[config.mk]
export PLATFORM = sky130hd
export DESIGN_NAME = hdlc_rx
export DESIGN_NICKNAME = d
export VERILOG_FILES = /design/src/rtl/hdlc_rx_pkg.sv /design/src/rtl/hdlc_rx_deframe.sv /design/src/rtl/hdlc_rx_crc.sv /design/src/rtl/hdlc_rx.sv
export SDC_FILE = /design/constraint.sdc
export NUM_CORES = 1
export LEC_CHECK = 0
export ABC_AREA = 1
export BUFFER_PORTS_ARGS = -buffer_cell sky130_fd_sc_hd__buf_2
export CAP_MARGIN = 20
export CELL_PAD_IN_SITES_DETAIL_PLACEMENT = 0
export CELL_PAD_IN_SITES_GLOBAL_PLACEMENT = 1
export CORE_ASPECT_RATIO = 0.5
export CORE_UTILIZATION = 46
export CTS_CLUSTER_DIAMETER = 80
export CTS_CLUSTER_SIZE = 28
export DETAILED_ROUTE_END_ITERATION = 7
export PLACE_DENSITY = 0.87
export SLEW_MARGIN = 10
export SYNTH_ARGS = -nofsm -noshare
export SYNTH_HDL_FRONTEND = slang
export SYNTH_SLANG_ARGS = --single-unit
export TNS_END_PERCENT = 20
[constraint.sdc]
create_clock -name clk -period 2.3 [get_ports clk]
set_input_delay 0.46 -clock clk [delete_from_list [all_inputs] [get_ports clk]]
set_output_delay 0.46 -clock clk [all_outputs]
set_load 0.01 [all_outputs]
[src/rtl/hdlc_rx_pkg.sv]
package hdlc_rx_pkg;
    typedef enum logic [2:0] {
        ST_HUNT,
        ST_OPEN,
        ST_DATA,
        ST_FLUSH,
        ST_STAT
    } rx_state_t;

    localparam int FCS16_BYTES = 2;
    localparam int FCS32_BYTES = 4;

    localparam logic [15:0] POLY16 = 16'h8408;
    localparam logic [15:0] RES16  = 16'hF0B8;
    localparam logic [31:0] POLY32 = 32'hEDB88320;
    localparam logic [31:0] RES32  = 32'hDEBB20E3;

    // Ones in a row that end a flag; one more is an abort.
    localparam int FLAG_ONES  = 6;
    localparam int STUFF_ONES = 5;
endpackage

[src/rtl/hdlc_rx_deframe.sv]
module hdlc_rx_deframe
    import hdlc_rx_pkg::*;
(
    input  logic clk,
    input  logic rst_n,
    input  logic bit_en,
    input  logic bit_in,
    output logic d_valid,
    output logic d_bit,
    output logic flag_hit,
    output logic abort_hit,
    output logic fill_chg
);
    // Destuffed bits are held back until it is known they are not a flag.
    localparam int HOLD = FLAG_ONES + 1;
    localparam int PW   = $clog2(HOLD + 1);

    logic [2:0]      ones;
    logic [HOLD-1:0] pipe;
    logic [PW-1:0]   pcnt;
    logic            synced;
    logic            fill_ones;
    logic            push;

    always_comb begin
        push = 1'b0;
        if (bit_en) begin
            if (bit_in) push = (ones < 3'(FLAG_ONES));
            else        push = (ones != 3'(STUFF_ONES)) && (ones != 3'(FLAG_ONES));
        end
    end

    always_ff @(posedge clk) begin
        if (!rst_n) begin
            ones      <= '0;
            pipe      <= '0;
            pcnt      <= '0;
            synced    <= 1'b0;
            fill_ones <= 1'b1;
            d_valid   <= 1'b0;
            d_bit     <= 1'b0;
            flag_hit  <= 1'b0;
            abort_hit <= 1'b0;
            fill_chg  <= 1'b0;
        end else begin
            d_valid   <= 1'b0;
            flag_hit  <= 1'b0;
            abort_hit <= 1'b0;
            fill_chg  <= 1'b0;
            if (bit_en) begin
                if (bit_in) begin
                    if (ones == 3'(FLAG_ONES)) begin
                        abort_hit <= 1'b1;
                        synced    <= 1'b0;
                        pcnt      <= '0;
                        if (!fill_ones) begin
                            fill_ones <= 1'b1;
                            fill_chg  <= 1'b1;
                        end
                    end
                    if (ones != 3'd7) ones <= ones + 3'd1;
                end else begin
                    ones <= '0;
                    if (ones == 3'(FLAG_ONES)) begin
                        flag_hit <= 1'b1;
                        synced   <= 1'b1;
                        pcnt     <= '0;
                        if (fill_ones) begin
                            fill_ones <= 1'b0;
                            fill_chg  <= 1'b1;
                        end
                    end
                end
                if (push) begin
                    pipe <= {pipe[HOLD-2:0], bit_in};
                    if (pcnt == PW'(HOLD)) begin
                        d_valid <= synced;
                        d_bit   <= pipe[HOLD-1];
                    end else begin
                        pcnt <= pcnt + PW'(1);
                    end
                end
            end
        end
    end
endmodule

[src/rtl/hdlc_rx_crc.sv]
module hdlc_rx_crc #(
    parameter int             W    = 16,
    parameter logic [W-1:0]   POLY = '0
) (
    input  logic         clk,
    input  logic         rst_n,
    input  logic         clr,
    input  logic         en,
    input  logic         din,
    output logic [W-1:0] crc
);
    always_ff @(posedge clk) begin
        if (!rst_n || clr) crc <= '1;
        else if (en)       crc <= (crc >> 1) ^ ((crc[0] ^ din) ? POLY : '0);
    end
endmodule

[src/rtl/hdlc_rx.sv]
module hdlc_rx
    import hdlc_rx_pkg::*;
#(
    parameter int MAXFCS = FCS32_BYTES
) (
    input  logic       clk,
    input  logic       rst_n,
    input  logic       bit_en,
    input  logic       bit_in,
    input  logic       crc32_sel,
    input  logic       fcs_pass,
    input  logic       mask_fin,
    input  logic       mask_short,
    input  logic       mask_fill,
    output logic       byte_valid,
    output logic [7:0] byte_data,
    output logic       byte_last,
    output logic       stat_valid,
    output logic       stat_abort,
    output logic       stat_short,
    output logic       stat_crc_err,
    output logic       ev_fin,
    output logic       ev_short,
    output logic       ev_fill
);
    localparam int DEPTH = MAXFCS + 1;
    localparam int CW    = $clog2(DEPTH + 1);

    logic        d_valid, d_bit, flag_hit, abort_hit, fill_chg;
    logic [15:0] crc16;
    logic [31:0] crc32;

    hdlc_rx_deframe u_deframe (
        .clk(clk), .rst_n(rst_n), .bit_en(bit_en), .bit_in(bit_in),
        .d_valid(d_valid), .d_bit(d_bit), .flag_hit(flag_hit),
        .abort_hit(abort_hit), .fill_chg(fill_chg)
    );

    hdlc_rx_crc #(.W(16), .POLY(POLY16)) u_crc16 (
        .clk(clk), .rst_n(rst_n), .clr(flag_hit), .en(d_valid),
        .din(d_bit), .crc(crc16)
    );

    hdlc_rx_crc #(.W(32), .POLY(POLY32)) u_crc32 (
        .clk(clk), .rst_n(rst_n), .clr(flag_hit), .en(d_valid),
        .din(d_bit), .crc(crc32)
    );

    rx_state_t     state, nxt;
    logic          cfg32, cfgpass;
    logic [2:0]    bitcnt;
    logic [7:0]    shreg;
    logic [7:0]    fifo [DEPTH];
    logic [CW-1:0] bcnt, flush_n, hold;
    logic          r_abort, r_short, r_crc, r_evshort;
    logic [7:0]    byte_n;
    logic          end_short, end_mis, crc_ok, in_rx;

    assign hold      = cfg32 ? CW'(FCS32_BYTES + 1) : CW'(FCS16_BYTES + 1);
    assign byte_n    = {d_bit, shreg[7:1]};
    assign end_short = (bcnt < hold);
    assign end_mis   = (bitcnt != 3'd0);
    assign crc_ok    = cfg32 ? (crc32 == RES32) : (crc16 == RES16);
    assign in_rx     = (state == ST_OPEN) || (state == ST_DATA);

    always_ff @(posedge clk) begin
        if (!rst_n) state <= ST_HUNT;
        else        state <= nxt;
    end

    always_comb begin
        nxt = state;
        unique case (state)
            ST_HUNT:  if (flag_hit) nxt = ST_OPEN;
            ST_OPEN:  begin
                if (abort_hit)    nxt = ST_HUNT;
                else if (d_valid) nxt = ST_DATA;
            end
            ST_DATA:  begin
                if (abort_hit)     nxt = ST_STAT;
                else if (flag_hit) nxt = end_short ? ST_STAT : ST_FLUSH;
            end
            ST_FLUSH: if (flush_n == CW'(1)) nxt = ST_STAT;
            ST_STAT:  nxt = r_abort ? ST_HUNT : ST_OPEN;
            default:  nxt = ST_HUNT;
        endcase
    end

    always_ff @(posedge clk) begin
        if (!rst_n) begin
            cfg32        <= 1'b0;
            cfgpass      <= 1'b0;
            bitcnt       <= '0;
            shreg        <= '0;
            bcnt         <= '0;
            flush_n      <= '0;
            r_abort      <= 1'b0;
            r_short      <= 1'b0;
            r_crc        <= 1'b0;
            r_evshort    <= 1'b0;
            for (int i = 0; i < DEPTH; i++) fifo[i] <= '0;
            byte_valid   <= 1'b0;
            byte_data    <= '0;
            byte_last    <= 1'b0;
            stat_valid   <= 1'b0;
            stat_abort   <= 1'b0;
            stat_short   <= 1'b0;
            stat_crc_err <= 1'b0;
            ev_fin       <= 1'b0;
            ev_short     <= 1'b0;
            ev_fill      <= 1'b0;
        end else begin
            byte_valid   <= 1'b0;
            byte_last    <= 1'b0;
            stat_valid   <= 1'b0;
            stat_abort   <= 1'b0;
            stat_short   <= 1'b0;
            stat_crc_err <= 1'b0;
            ev_fin       <= 1'b0;
            ev_short     <= 1'b0;
            ev_fill      <= fill_chg & ~mask_fill;

            if (in_rx && d_valid) begin
                if (state == ST_OPEN) begin
                    cfg32   <= crc32_sel;
                    cfgpass <= fcs_pass;
                end
                shreg  <= byte_n;
                bitcnt <= bitcnt + 3'd1;
                if (bitcnt == 3'd7) begin
                    if (bcnt == hold) begin
                        byte_valid <= 1'b1;
                        byte_data  <= fifo[0];
                        for (int i = 0; i < DEPTH - 1; i++) begin
                            if (CW'(i + 1) < hold)       fifo[i] <= fifo[i + 1];
                            else if (CW'(i + 1) == hold) fifo[i] <= byte_n;
                        end
                        if (hold == CW'(DEPTH)) fifo[DEPTH-1] <= byte_n;
                    end else begin
                        fifo[bcnt] <= byte_n;
                        bcnt       <= bcnt + CW'(1);
                    end
                end
            end

            if (state == ST_DATA && abort_hit) begin
                r_abort   <= 1'b1;
                r_short   <= 1'b0;
                r_crc     <= 1'b0;
                r_evshort <= 1'b0;
            end else if (state == ST_DATA && flag_hit) begin
                r_abort   <= 1'b0;
                r_short   <= end_short | end_mis;
                r_crc     <= ~end_short & ~end_mis & ~crc_ok;
                r_evshort <= end_short;
                flush_n   <= cfgpass ? bcnt : CW'(1);
            end

            if (state == ST_FLUSH) begin
                byte_valid <= 1'b1;
                byte_data  <= fifo[0];
                byte_last  <= (flush_n == CW'(1));
                flush_n    <= flush_n - CW'(1);
                for (int i = 0; i < DEPTH - 1; i++) fifo[i] <= fifo[i + 1];
            end

            if (state == ST_STAT) begin
                stat_valid   <= 1'b1;
                stat_abort   <= r_abort;
                stat_short   <= r_short;
                stat_crc_err <= r_crc;
                ev_fin       <= ~mask_fin;
                ev_short     <= r_evshort & ~mask_short;
                bcnt         <= '0;
                bitcnt       <= '0;
            end
        end
    end
endmodule

==> impl_results.md <==
- Share of layout cells above drive strength 1: 11.3%
- DP Worst Slack: 179 ps
- Synth top area share: 34.3%
- Fraction of registers with async set/reset: 0%
- CP max FO: 10
- Top post-synthesis cells by area: dfxtp_1 34%, edfxtp_1 19%, nand2_1 11%
- PwrDens: 755 nW/um^2
- Die Ht: 85.5 um
- Setup Buffers After CTS: 0
- Worst skew pair latency: 420 ps
- Fin crit period: 2130 ps
- Maximum vdd drop: 450 uV
- Final setup violation count: 0
- Main synth FF type: dfxtp_1
- CP arrival: 2220 ps
- Worst Setup End Kind: flop
- Total vias in the final route: 5137
- Synth cell count leaders: 191 x nand2_1, 110 x dfxtp_1, 75 x inv_1, 59 x nor2_1, 57 x o21ai_0
- Pin count of the biggest net entering global routing: 72
- Fin. Hold Viols: 0
- Largest buffer count on any clock path: 2
- TritonCTS clock tree: built
- Clock Tree Root: clkbuf_16
- Global-route wire length before repair: 22400 um
- Area after DPL: 6790 um^2
- GP Congestion: 0.833
- Design area: 7330 um^2
- Initial Util: 47.3%
- Kind of critical path: reg -> reg
- TNS Setup: 0 ps
- Drt pass-1 iters: 5
- Max-slew violation count: 0
- Status: completed
- Seq cells post-synth: 150
- Layout Cells excl Fill: 1012
- Max stage delay cell, worst path: dfxtp_1
- # clock sinks: 150
- # placed instances: 980
- Core ar.: 13600 um^2
- GRT Overall Usage: 19.6%
- Met3 WL: 539 um
- Vias per cell: 5.08
- Boundary Pins: 26
- Cts repair resizes: 0
- Cell family with most CP delay: simple AND/OR/NAND/NOR gates
- HPWL after detailed placement: 9020 um
- Number of H-tree levels: 4
- Met1 WL: 6690 um
- Hold crit path type: in -> reg
- Rel. slew slack: 56.5%
- Initial DRC Count: 297
- # port buffers: 25
- # DRC: 0
- Die ar.: 14500 um^2
- Final #Nets: 830
- Die width: 169 um
- Seq/Total Area, Yosys: 53.0%
- Max-cap viol count: 0
- Max stage delay on crit path: 370 ps
- Worst Skew: 11.4 ps
- CTS Buf Count: 17
- Synth warn: 0
- Initial antenna violation count: 0
- Max Clk Rate: 0.469 GHz
- Synth Net Count: 799
- Drt wl/cell: 13.1 um
- CP Cell Sequence: inv_1, ha_1, nand3_2, nor2_2, nand3_4, nand2_4, nor2_1, nand2_1
- Fill count: 1253
- Power Total: 5.53 mW
- CP required: 2390 ps
- Most common cell in the netlist: nand2_1
- EDFF count, synth: 40
- Post-Syn Area: 6420 um^2
- Hold slack: 186 ps
- Clk slew on worst S/H paths: 70 ps
- Antenna diode count: 0
- Final WL: 13300 um
- CTS Hold Buffers Added: 0
- Area growth from synthesis to final layout: 14.1%
- PnR worst setup slack: 167 ps
- Unrepaired setup endpoints after global routing: yes
- Netlist cell types: 38
- Global route overflow: 0
- Worst-Margin Slew: 653 ps
- Worst path bufs/invs: 1
- Leakage: 3.05 nW
- Final Util: 53.9%
- Row count: 30
- Yosys top cell by area: dfxtp_1
- Avg Inst Size Synth: 8.27 um^2
- Routed met2 length: 5880 um
- Synth Instances: 776
- Vias in the first global route: 4667
- Top Metal Used: met4
- Tcrit/Tclk final: 92.7%
- Worst Setup Start Kind: flop
- ANT nets after route: 0
cell usage in the layout (no fill, tap or decap), types with 2 or more instances in the layout:
master	count
o211ai_1	35
nand2_1	191
a21oi_1	52
inv_6	3
buf_2	25
o221ai_1	7
clkinv_4	3
edfxtp_1	40
o21ai_0	57
and2_1	2
o21ai_1	18
ha_1	14
inv_2	8
nor3_1	12
nor2_2	3
nand2_2	2
inv_1	75
nor2_1	58
a211oi_1	3
nand4_1	9
dfxtp_1	109
buf_4	15
nor2_4	2
clkbuf_16	17
clkinv_1	3
nand3_1	35
clkinv_2	2
clkinvlp_4	5
xor2_1	2
worst paths after layout:
kind	startpoint	endpoint	slack [ps]	cells after the start
worst max-delay path	cfg32	fifo[2][6]	170	8
worst min-delay path	mask_fill	ev_fill	190	2
worst max register to register	cfg32	fifo[2][6]	170	8
worst min register to register	u_deframe.fill_chg	ev_fill	430	2
registers in the layout, summed over array words and instances, names as in the netlist, 7 cells and up:
| name | cells |
|---|---|
| u_crc16.crc | 16 |
| shreg | 7 |
| byte_data | 8 |
| u_crc32.crc | 32 |
| fifo | 40 |
| u_deframe.pipe | 7 |
where the power goes:
part           internal (mW)  switching [mW]
logic                 0.0679           0.159
clock network           1.38            1.15
registers               2.75          0.0280
total                   4.20            1.33
final cells by class:
class,instances,area [um^2],area share [%]
tap,192,240,3.28
clock inverter,15,106,1.45
timing repair buffer,41,258,3.52
inverter,84,317,4.32
multi-input combinational,513,2570,35.1
sequential,150,3400,46.5
clock buffer,17,425,5.81
metal layers:
layer	vias up	track usage [%]
li1	2665	-
met1	2355	26.7
met2	101	30.9
met3	16	4.43
met4	0	6.72
met5	-	0
kinds of logic (layout without fill, tap and decap cells):
kind of cell | after synthesis | count (layout) | synth area share (%)
AO/OA/AOI/OAI | 175 | 175 | 15.6
XOR/XNOR | 2 | 2 | 0.273
adder cells (fa/ha/maj) | 14 | 14 | 2.73
buffers and inverters | 113 | 157 | 7.01
flip-flops | 150 | 150 | 53.0
multiplexers | 1 | 1 | 0.175
AND/OR/NAND/NOR | 321 | 321 | 21.2
Power figures use the tool's default switching activity.
